<file path="config.mk">
export PLATFORM = sky130hd
export DESIGN_NAME = cbc_iv_guard
export DESIGN_NICKNAME = d
export VERILOG_FILES = /design/src/rtl/cbc_iv_pkg.sv /design/src/rtl/cbc_iv_store.sv /design/src/rtl/cbc_iv_rule.sv /design/src/rtl/cbc_iv_rdmux.sv /design/src/rtl/cbc_iv_guard.sv
export SDC_FILE = /design/constraint.sdc
export NUM_CORES = 1
export LEC_CHECK = 0
export CORE_AREA = 2 2 157 159
export CTS_CLUSTER_SIZE = 28
export DETAILED_ROUTE_END_ITERATION = 16
export DIE_AREA = 0 0 159 161
export GPL_TIMING_DRIVEN = 0
export MAX_ROUTING_LAYER = met4
export PLACE_DENSITY = 0.83
export REMOVE_ABC_BUFFERS = 1
export SYNTH_ARGS = -nofsm -noshare
export SYNTH_HDL_FRONTEND = slang
export SYNTH_SLANG_ARGS = --single-unit
</file>
<file path="constraint.sdc">
create_clock -name clk -period 2.36 [get_ports clk]
set_input_delay 0.59 -clock clk [delete_from_list [all_inputs] [get_ports clk]]
set_output_delay 0.59 -clock clk [all_outputs]
set_load 0.005 [all_outputs]
</file>
<file path="src/rtl/cbc_iv_pkg.sv">
package cbc_iv_pkg;

   typedef enum logic [1:0] {
      ACC_NONE = 2'd0,
      ACC_IV   = 2'd1,
      ACC_STAT = 2'd2
   } acc_kind_e;

   typedef struct packed {
      logic rd;
      logic ctx;
   } err_flags_t;

endpackage

</file>
<file path="src/rtl/cbc_iv_store.sv">
module cbc_iv_store #(
   parameter int IV_W      = 128,
   parameter int DATA_W    = 64,
   parameter int NUM_WORDS = IV_W / DATA_W,
   parameter int IDX_W     = 1
) (
   input  logic              clk,
   input  logic              rst_n,
   input  logic              wr_en,
   input  logic [IDX_W-1:0]  wr_idx,
   input  logic [DATA_W-1:0] wr_data,
   input  logic              upd_en,
   input  logic [IV_W-1:0]   upd_data,
   output logic [IV_W-1:0]   iv
);

   for (genvar w = 0; w < NUM_WORDS; w++) begin : g_word
      localparam logic [IDX_W-1:0] MY_IDX = IDX_W'(w);
      logic [DATA_W-1:0] word_q;

      always_ff @(posedge clk) begin
         if (!rst_n) begin
            word_q <= '0;
         end else if (upd_en) begin
            word_q <= upd_data[w*DATA_W +: DATA_W];
         end else if (wr_en && (wr_idx == MY_IDX)) begin
            word_q <= wr_data;
         end
      end

      assign iv[w*DATA_W +: DATA_W] = word_q;
   end

endmodule

</file>
<file path="src/rtl/cbc_iv_rule.sv">
module cbc_iv_rule
   import cbc_iv_pkg::*;
(
   input  logic       clk,
   input  logic       rst_n,
   input  acc_kind_e  kind,
   input  logic       host_wr,
   input  logic       host_rd,
   input  logic [1:0] clr_mask,
   input  logic       cbc_mode,
   input  logic       busy,
   input  logic       done,
   output logic       wr_ok,
   output logic       rd_ok,
   output err_flags_t flags,
   output err_flags_t pulses,
   output logic       armed
);

   logic iv_hit;
   logic st_wr;
   logic wr_bad;
   logic rd_bad;
   logic done_q;
   logic done_rise;
   err_flags_t flags_q;
   err_flags_t pulses_q;
   logic armed_q;

   assign iv_hit    = (kind == ACC_IV);
   assign st_wr     = host_wr && (kind == ACC_STAT);
   assign wr_ok     = host_wr && iv_hit && cbc_mode && !busy;
   assign wr_bad    = host_wr && iv_hit && (busy || !cbc_mode);
   assign rd_ok     = host_rd && iv_hit && done;
   assign rd_bad    = host_rd && iv_hit && !done;
   assign done_rise = done && !done_q;

   always_ff @(posedge clk) begin
      if (!rst_n) begin
         flags_q  <= '0;
         pulses_q <= '0;
         done_q   <= 1'b0;
         armed_q  <= 1'b0;
      end else begin
         flags_q.ctx  <= wr_bad || (flags_q.ctx && !(st_wr && clr_mask[0]));
         flags_q.rd   <= rd_bad || (flags_q.rd && !(st_wr && clr_mask[1]));
         pulses_q.ctx <= wr_bad;
         pulses_q.rd  <= rd_bad;
         done_q       <= done;
         if (wr_ok) begin
            armed_q <= 1'b1;
         end else if (done_rise) begin
            armed_q <= 1'b0;
         end
      end
   end

   assign flags  = flags_q;
   assign pulses = pulses_q;
   assign armed  = armed_q;

endmodule

</file>
<file path="src/rtl/cbc_iv_rdmux.sv">
module cbc_iv_rdmux
   import cbc_iv_pkg::*;
#(
   parameter int IV_W      = 128,
   parameter int DATA_W    = 64,
   parameter int NUM_WORDS = IV_W / DATA_W,
   parameter int IDX_W     = 1
) (
   input  logic              clk,
   input  logic              rst_n,
   input  logic              host_rd,
   input  acc_kind_e         kind,
   input  logic [IDX_W-1:0]  idx,
   input  logic              rd_ok,
   input  logic [IV_W-1:0]   iv,
   input  err_flags_t        flags,
   output logic [DATA_W-1:0] rdata
);

   logic [DATA_W-1:0] words [NUM_WORDS];
   logic [DATA_W-1:0] next_data;
   logic [DATA_W-1:0] rdata_q;

   for (genvar w = 0; w < NUM_WORDS; w++) begin : g_split
      assign words[w] = iv[w*DATA_W +: DATA_W];
   end

   always_comb begin
      next_data = '0;
      if (kind == ACC_STAT) begin
         next_data[1:0] = flags;
      end else if (rd_ok) begin
         next_data = words[idx];
      end
   end

   always_ff @(posedge clk) begin
      if (!rst_n) begin
         rdata_q <= '0;
      end else if (host_rd) begin
         rdata_q <= next_data;
      end
   end

   assign rdata = rdata_q;

endmodule

</file>
<file path="src/rtl/cbc_iv_guard.sv">
module cbc_iv_guard
   import cbc_iv_pkg::*;
#(
   parameter int IV_W   = 128,
   parameter int DATA_W = 64,
   parameter int ADDR_W = 2
) (
   input  logic              clk,
   input  logic              rst_n,
   input  logic [ADDR_W-1:0] host_addr,
   input  logic              host_wr,
   input  logic [DATA_W-1:0] host_wdata,
   input  logic              host_rd,
   output logic [DATA_W-1:0] host_rdata,
   input  logic              cbc_mode,
   input  logic              busy,
   input  logic              done,
   input  logic              upd_valid,
   input  logic [IV_W-1:0]   upd_iv,
   input  logic              msg_valid,
   output logic              msg_accept,
   output logic [IV_W-1:0]   iv_out,
   output logic              err_ctx,
   output logic              err_read,
   output logic              err_ctx_pulse,
   output logic              err_read_pulse
);

   localparam int NUM_WORDS = IV_W / DATA_W;
   localparam int IDX_W     = (NUM_WORDS > 1) ? $clog2(NUM_WORDS) : 1;
   localparam logic [ADDR_W-1:0] STAT_ADDR = ADDR_W'(NUM_WORDS);

   if (IV_W % DATA_W != 0) begin : g_bad_split
      $fatal(1, "IV_W must be a multiple of DATA_W");
   end
   if (DATA_W < 2) begin : g_bad_data
      $fatal(1, "DATA_W must hold the two status bits");
   end
   if ((1 << ADDR_W) <= NUM_WORDS) begin : g_bad_addr
      $fatal(1, "ADDR_W too small for IV words plus status");
   end
   if (IDX_W > ADDR_W) begin : g_bad_idx
      $fatal(1, "IDX_W exceeds ADDR_W");
   end

   acc_kind_e  kind;
   logic       wr_ok;
   logic       rd_ok;
   logic       armed;
   logic       upd_en;
   err_flags_t flags;
   err_flags_t pulses;

   always_comb begin
      if (host_addr < STAT_ADDR) begin
         kind = ACC_IV;
      end else if (host_addr == STAT_ADDR) begin
         kind = ACC_STAT;
      end else begin
         kind = ACC_NONE;
      end
   end

   assign upd_en = upd_valid && busy;

   cbc_iv_rule u_rule (
      .clk      (clk),
      .rst_n    (rst_n),
      .kind     (kind),
      .host_wr  (host_wr),
      .host_rd  (host_rd),
      .clr_mask (host_wdata[1:0]),
      .cbc_mode (cbc_mode),
      .busy     (busy),
      .done     (done),
      .wr_ok    (wr_ok),
      .rd_ok    (rd_ok),
      .flags    (flags),
      .pulses   (pulses),
      .armed    (armed)
   );

   cbc_iv_store #(
      .IV_W      (IV_W),
      .DATA_W    (DATA_W),
      .NUM_WORDS (NUM_WORDS),
      .IDX_W     (IDX_W)
   ) u_store (
      .clk      (clk),
      .rst_n    (rst_n),
      .wr_en    (wr_ok),
      .wr_idx   (host_addr[IDX_W-1:0]),
      .wr_data  (host_wdata),
      .upd_en   (upd_en),
      .upd_data (upd_iv),
      .iv       (iv_out)
   );

   cbc_iv_rdmux #(
      .IV_W      (IV_W),
      .DATA_W    (DATA_W),
      .NUM_WORDS (NUM_WORDS),
      .IDX_W     (IDX_W)
   ) u_rdmux (
      .clk     (clk),
      .rst_n   (rst_n),
      .host_rd (host_rd),
      .kind    (kind),
      .idx     (host_addr[IDX_W-1:0]),
      .rd_ok   (rd_ok),
      .iv      (iv_out),
      .flags   (flags),
      .rdata   (host_rdata)
   );

   assign msg_accept     = msg_valid && armed;
   assign err_ctx        = flags.ctx;
   assign err_read       = flags.rd;
   assign err_ctx_pulse  = pulses.ctx;
   assign err_read_pulse = pulses.rd;

endmodule

</file>
==> results.txt, run 1 <==
----------------------------------------------------
[Status]
  Status ... complete, no violations

[Global routing]
  Overflow left after global routing ... 0
  Largest net degree at the start of global routing ... 91
  Vias in the first global route ... 9737
  GRT Overall Usage ... 0.275
  Wire length of the first global-routing pass ... 54700 microns
  Antenna violations before repair ... 2

[Synthesis]
  Share of Yosys cell area claimed by the top area cell type ... 0.397
  Cells after synthesis ... 1050
  Per-instance average area after synthesis ... 9.51 sq um
  Cell type with the highest aggregate area in the netlist ... dfxtp_1
  Synthesis Warnings ... 0
  Area of the mapped netlist ... 0.00998 sq mm
  Number of synthesized register bits ... 198
  Post-synthesis cell type count ... 33
  Top post-synthesis cells by area ... dfxtp_1 40%, a211oi_1 16%, a21oi_1 6.6%, mux2i_1 6.4%, a211oi_2 6.1%
  Share of synthesized area occupied by flip-flops and latches ... 0.397

[Layout]
  Number of standard cells in the final layout excluding fillers ... 1709
  Reg area ... 0.00396 sq mm
  Synth-to-layout area growth ... 46.6%
  Number of nets in the final layout ... 1572
  Fraction of layout instances using a drive strength above 1 ... 0.0861
  Area of the multi-input gates ... around 0.005 sq mm
  Filler cell count in the final layout ... 2025

[Timing]
  Final Hold Fails ... 0
  Post-layout min period ... 2320 ps
  Final period utilization ... 0.985
  Post-Route Skew ... 12.9 ps
  Slew at the pin closest to its max-slew limit ... around 860 ps
  Fmax ... 430 MHz
  Number of pins exceeding their max-slew limit in the final report ... 0
  Smallest hold slack ... 508 ps
  Final setup vio count ... 0
  RSZ-0062 raised after global routing ... false
  Slew margin rel. ... 0.427
  Final worst slack ... 35.0 ps

[Setup path]
  WP depth ... 5
  Endpoint type of the worst setup path ... register
  Required time at the worst-slack endpoint ... 2700 ps
  Slack of the worst reg-to-reg path ... 1370 ps
  Buffers plus inverters on the worst setup path ... 2
  Worst-path maximum fanout ... 54
  Setup Crit Path Kind ... in -> reg
  Reg2reg path depth ... 3
  Slowest library cell on the worst path ... and4bb_4
  Ordered list of cells on the worst path ... clkdlybuf4s50_1, and4bb_4, buf_16, a211oi_1, a211oi_1
  Critical path's top delay family ... buffers and inverters
  Worst endpoint data arrival time ... 2660 ps
  Most repeated library cell on the critical path ... a211oi_1
  Launching element type of the critical path ... input pin
  Biggest cell delay along the critical path ... 700 ps

[Floorplanning]
  Placeable core area ... 0.0240 sq mm
  I/O Pins ... 400
  Cell row count ... between 50 and 60
  Initial Util ... 0.417
  Die boundary height ... 161 microns
  Width of the die ... 159 microns
  Area enclosed by the die boundary ... 0.0256 sq mm

[Place]
  Total instance count after detailed placement ... 1666
  Count of buffers inserted at the top-level ports ... 399
  Detailed-placement wirelength estimate ... 23600 microns
  Routability cong. ... 0.822
  Placement-stage worst setup slack ... -1240 ps

[Clock network]
  TritonCTS clock tree ... built
  Max Root-Sink Buffers ... 2
  Count of H-tree levels built during CTS ... 4
  Clock buffers created by TritonCTS ... 17
  Clock-pin slew on the worst setup and hold paths ... 80 ps
  Clock sink count ... between 150 and 200
  Worst-Skew Late Latency ... roughly 430 ps
  Buffer cell driving the clock tree root ... clkbuf_16

[Routing]
  Routed len/inst ... roughly 21 microns
  Via Count ... 9858
  First drt pass iteration count ... 5
  DRC Markers ... 0
  Number of nets with antenna violations after detailed routing ... 0
  Iteration-0 DRC Markers ... 666
  Via-to-Cell Ratio ... 5.77
  Total detailed-routing wirelength ... around 36000 microns

[Power]
  Combinational Power Share ... 0.219
  Fraction of power consumed by sequential logic ... 0.437
  Total power after layout ... 8.42 mW
  Net switching power ... between 2 and 2.5 mW
  Cell internal pwr ... 5.98 mW
  IR drop worst, VDD ... 0.000349 V
  Power density cells ... 575 mW/mm^2
  Clk network pwr share ... 0.344
  Sw frac ... 0.290
  Standby leakage power ... 4.96 nW

[Min path]
  Class of the worst hold path ... reg -> reg
  Worst Hold Path Cells ... 2

[Flow run]
  Number of max-capacitance violations reported ... 0

----------------------------------------------------
==> cell usage after synthesis <==
cell	count
a211oi_1	207
a211oi_2	49
a21boi_0	64
a21oi_1	131
a2bb2oi_1	2
a31o_1	1
a31o_2	1
and2_1	64
and4bb_4	1
buf_1	4
buf_12	2
buf_2	38
buf_4	15
buf_6	31
buf_8	1
clkbuf_1	32
clkbuf_4	1
clkbuf_8	1
clkinv_1	1
dfxtp_1	198
dlymetal6s2s_1	1
inv_1	64
mux2i_1	64
nand2_1	1
nand3_1	2
nand3b_1	1
nand4bb_4	1
nor2_1	1
nor2b_1	2
nor4b_1	2
o21ai_0	3
o21ai_2	2
o22ai_1	62
==> metrics by stage <==
stage               TNS [ps]  area, sq um   util
finish                     0        14600  0.611
global route               0        14600  0.611
CTS                        0        14600  0.607
detailed placement   -125280        13900  0.581
global placement    -1686370        13500  0.564
floorplan            -447970         9110      -
==> area by class of cell <==
| cell class | instances | share of cell area |
|---|---|---|
| Inverter | 65 | 0.0175 |
| Sequential cell | 198 | 0.271 |
| Timing Repair Buffer | 423 | 0.306 |
| Clock buffer | 20 | 0.0305 |
| Tap cell | 324 | 0.0277 |
| Antenna cell | 3 | 0.000513 |
| Multi-Input combinational cell | 664 | 0.338 |
| Clock inverter | 12 | 0.00889 |
==> tightest hold or removal path: stages (launching register included) <==
cell     delay, ps
dfxtp_1        330
o21ai_0         70
a21oi_1         60
==> path summary, 6_finish.rpt <==
path | start | endpoint
min | u_rule.armed$_SDFFE_PN0P_ | u_rule.armed$_SDFFE_PN0P_
max reg2reg | u_store.g_word[1].word_q[14]$_SDFFE_PN0P_ | u_rdmux.rdata[14]$_SDFFE_PN0P_
max | host_wr | u_store.g_word[0].word_q[56]$_SDFFE_PN0P_
min reg2reg | u_rule.armed$_SDFFE_PN0P_ | u_rule.armed$_SDFFE_PN0P_
==> layout by cell type (no fill, tap or decap), drive strengths merged <==
master	instances
a211oi	256
a21boi	64
a21oi	131
a2bb2oi	2
a31o	2
and2	65
and4bb	1
buf	27
clkbuf	22
clkdlybuf4s50	394
clkinv	3
dfxtp	198
diode	3
inv	74
mux2i	64
nand2	1
nand3	2
nand3b	1
nand4bb	1
nor2	1
nor2b	2
nor4b	2
o21ai	7
o22ai	62
==> layer usage <==
metal,vias up,part of all wire,GRT usage
met3,67,0.075,0.0678
met4,0,0.033,0.117
li1,4591,-,-
met5,-,0,-
met2,458,0.48,0.453
met1,4742,0.41,0.321
==> cells by family (layout without fill, tap and decap cells) <==
group,count (synthesis),in the layout,share of synthesized area
buf+inv,191,520,0.112
simple gates,75,76,0.0500
compound gates,522,524,0.377
other cells,0,3,0
mux,64,64,0.0642
flops,198,198,0.397
==> what timing repair did <==
action | in CTS | in global routing
endpoints found under the setup margin | 142 | 100
pin swaps | 2 | 3
endpoints found under the hold margin | 0 | 0
gates resized for setup | 8 | 1
cloned | 2 | 3
setup buffers | 1 | 2
hold buffers | 0 | 0
==> registers in the layout, indices dropped and copies added, names as in the netlist <==
register	flops
u_store.g_word.word_q	128
u_rule.done_q	1
u_rule.armed	1
u_rule.pulses	2
u_rule.flags	2
u_rdmux.rdata	64
==> power groups by stage <==
stage	registers, mW	logic [mW]	clock network, mW
after floorplan	3.74	0.690	0
after global placement	3.75	1.77	0
after detailed placement	3.75	1.79	0
after CTS	3.68	1.82	2.94
after global routing	3.70	1.96	3.07
final	3.68	1.84	2.89
Note: power is estimated with default switching activity, not from simulation.
==> run 2, diff against run 1 <==
==> constraint.sdc (replaced) <==
create_clock -name clk -period 2.36 [get_ports clk]
set_input_delay 0.59 -clock clk [delete_from_list [all_inputs] [get_ports clk]]
set_output_delay 0.59 -clock clk [all_outputs]
set_load 0.01 [all_outputs]
==> results of run 2 <==
The final DEF is identical to that of run 1. Status: complete, no violations.
Main changes from that run: total power 8.42 mW -> 8.49 mW
==> run 3, diff against run 2 <==
--- a/config.mk
+++ b/config.mk
@@ -5,10 +5,10 @@
 export SDC_FILE = /design/constraint.sdc
 export NUM_CORES = 1
 export LEC_CHECK = 0
-export CORE_AREA = 2 2 157 159
+export CORE_MARGIN = 8
+export CORE_UTILIZATION = 40
 export CTS_CLUSTER_SIZE = 28
 export DETAILED_ROUTE_END_ITERATION = 16
-export DIE_AREA = 0 0 159 161
 export GPL_TIMING_DRIVEN = 0
 export MAX_ROUTING_LAYER = met4
 export PLACE_DENSITY = 0.83
@@ -16,3 +16,4 @@
 export SYNTH_ARGS = -nofsm -noshare
 export SYNTH_HDL_FRONTEND = slang
 export SYNTH_SLANG_ARGS = --single-unit
+export TNS_END_PERCENT = 1
==> constraint.sdc (replaced) <==
create_clock -name clk -period 1.9 [get_ports clk]
set_input_delay 0.475 -clock clk [delete_from_list [all_inputs] [get_ports clk]]
set_output_delay 0.475 -clock clk [all_outputs]
set_load 0.01 [all_outputs]
==> run 3 against run 2 <==
Effect of this change: first-iteration DRC count is 15% higher; global-route usage is 2.9 points lower; routed wire length is 5.2% higher; register-to-register slack worse by 430 ps; hold slack worse by 73 ps; worst setup slack worse by 24 ps; critical path depth is 1 higher; sequential cell count stayed put.
==> results.txt, run 3 (synthesis results as in run 1) <==
----------------------------------------------------
[Global routing]
  Vias in the first global route ... 10000
  Wire length of the first global-routing pass ... 58300 microns
  GRT Overall Usage ... 0.246
  Largest net degree at the start of global routing ... 78
  Antenna violations before repair ... 2
  Overflow left after global routing ... 0

[Clock network]
  Clock-pin slew on the worst setup and hold paths ... 80 ps
  Post-CTS Hold Fix Bufs ... 0
  Max Root-Sink Buffers ... 2
  TritonCTS clock tree ... built
  Clock buffers created by TritonCTS ... 17
  Buffer cell driving the clock tree root ... clkbuf_16
  Worst-Skew Late Latency ... between 400 and 500 ps
  Count of H-tree levels built during CTS ... 4
  Clock sink count ... 198

[Layout]
  Register bank with the most flops ... u_store.g_word.word_q
  Max reg flops ... 128
  Number of nets in the final layout ... about 1600
  Fraction of layout instances using a drive strength above 1 ... 0.0903
  Post-layout util ... 0.597
  Most frequent standard cell in the layout excluding fill and tap cells ... clkdlybuf4s50_1
  Number of standard cells in the final layout excluding fillers ... 1716
  Synth-to-layout area growth ... 48.4%
  Commonest non-fill, non-tap cells in the layout ... 345 x clkdlybuf4s50_1, 207 x a211oi_1, 198 x dfxtp_1

[Timing]
  Slew at the pin closest to its max-slew limit ... 678 ps
  Post-layout min period ... 1890 ps
  Post-Route Skew ... ~17 ps
  Final Hold Fails ... 0
  Fmax ... 529 MHz
  Final period utilization ... 0.994
  Number of pins exceeding their max-slew limit in the final report ... 0
  Slew margin rel. ... 0.548
  Setup total negative slack ... 0 ps
  Final setup vio count ... 0

[Setup path]
  Required time at the worst-slack endpoint ... 2190 ps
  Worst-path maximum fanout ... 55
  Endpoint type of the worst setup path ... register
  Setup Crit Path Kind ... in -> reg
  Worst endpoint data arrival time ... 2180 ps
  Launching element type of the critical path ... input pin

[Power]
  Standby leakage power ... around 5.7 nW
  Power density cells ... a little over 700 mW/mm^2
  IR drop worst, VDD ... 0.000512 V

[Routing]
  Via-to-Cell Ratio ... 5.76
  Total detailed-routing wirelength ... roughly 38000 microns
  First drt pass iteration count ... 5
  Routed len/inst ... between 20 and 25 microns
  Via Count ... 9881
  Iteration-0 DRC Markers ... 766
  Number of nets with antenna violations after detailed routing ... 0
  DRC Markers ... 0

[Place]
  Count of buffers inserted at the top-level ports ... between 300 and 400
  Detailed-placement wirelength estimate ... 25900 microns
  Routability cong. ... between 0.8 and 0.9
  Total instance count after detailed placement ... 1671

[Flow run]
  Number of max-capacitance violations reported ... 0

[Floorplanning]
  Initial Util ... 0.402
  Cell row count ... 58
  Width of the die ... 174 microns
  Placeable core area ... between 0.02 and 0.025 sq mm
  Area enclosed by the die boundary ... 0.0303 sq mm
  I/O Pins ... 400
  Die boundary height ... 174 microns

[Status]
  Status ... complete, no violations

[Min path]
  Class of the worst hold path ... in -> reg

----------------------------------------------------
## run 3: cell count changes in the layout (fill, tap and decap cells not counted), moves of 3 or more
cell,change
clkdlybuf4s50_1,-49
dlymetal6s2s_1,+42
dlygate4sd2_1,+6
inv_8,-3
## run 3: stage by stage
step	area, sq um	worst slack, ps	power [mW]	hold WS (ps)
after floorplan	9110	-3850	5.59	449
after global placement	13500	-12130	6.94	470
after detailed placement	13900	-1220	6.98	468
after CTS	14700	1.41	10.7	485
after global routing	14800	-6.08	11.0	427
final	14800	10.6	10.6	435
## run 3: cell type report
type,instances,area [sq um]
fill,2149,10000
multi-input combinational,665,4970
timing repair buffer,425,4590
sequential,198,3960
clock buffer,18,429
tap,330,413
inverter,65,275
clock inverter,14,160
antenna,1,2.50
## run 3: path summary, 6_finish.rpt
path                                                  start                                   endpoint  slack [ps]  depth (start not counted)
hold reg to reg                   u_rule.armed$_SDFFE_PN0P_                  u_rule.armed$_SDFFE_PN0P_         480                          2
setup / recovery                               host_addr[0]  u_store.g_word[1].word_q[10]$_SDFFE_PN0P_          10                          6
hold / removal                                        rst_n             u_rdmux.rdata[11]$_SDFFE_PN0P_         440                          2
setup reg to reg  u_store.g_word[1].word_q[12]$_SDFFE_PN0P_             u_rdmux.rdata[12]$_SDFFE_PN0P_         940                          3
## run 3: repair_timing
item / CTS / global route
buffers inserted: 7 / 0
pin swaps: 5 / 1
cloned: 4 / 1
endpoints found under the setup margin: 202 / 92
resized for setup: 20 / 48
## run 3: layer usage
metal,track usage,share of wire,vias up
met5,-,0,-
met4,0.110,0.040,0
met3,0.0597,0.068,85
met2,0.395,0.49,448
met1,0.289,0.41,4753
li1,-,-,4595
## run 3: report_power, final
part,switching (mW),total [mW],internal (mW)
clock,1.79,3.67,1.89
combinational,1.15,2.38,1.23
sequential,0.180,4.56,4.38
total,3.12,10.6,7.50
## run 3: worst max-delay path, stage by stage
cell and delay [ps]:
buf_16 240, inv_6 200, buf_12 220, o21ai_4 500
buf_12 280, a211oi_1 110
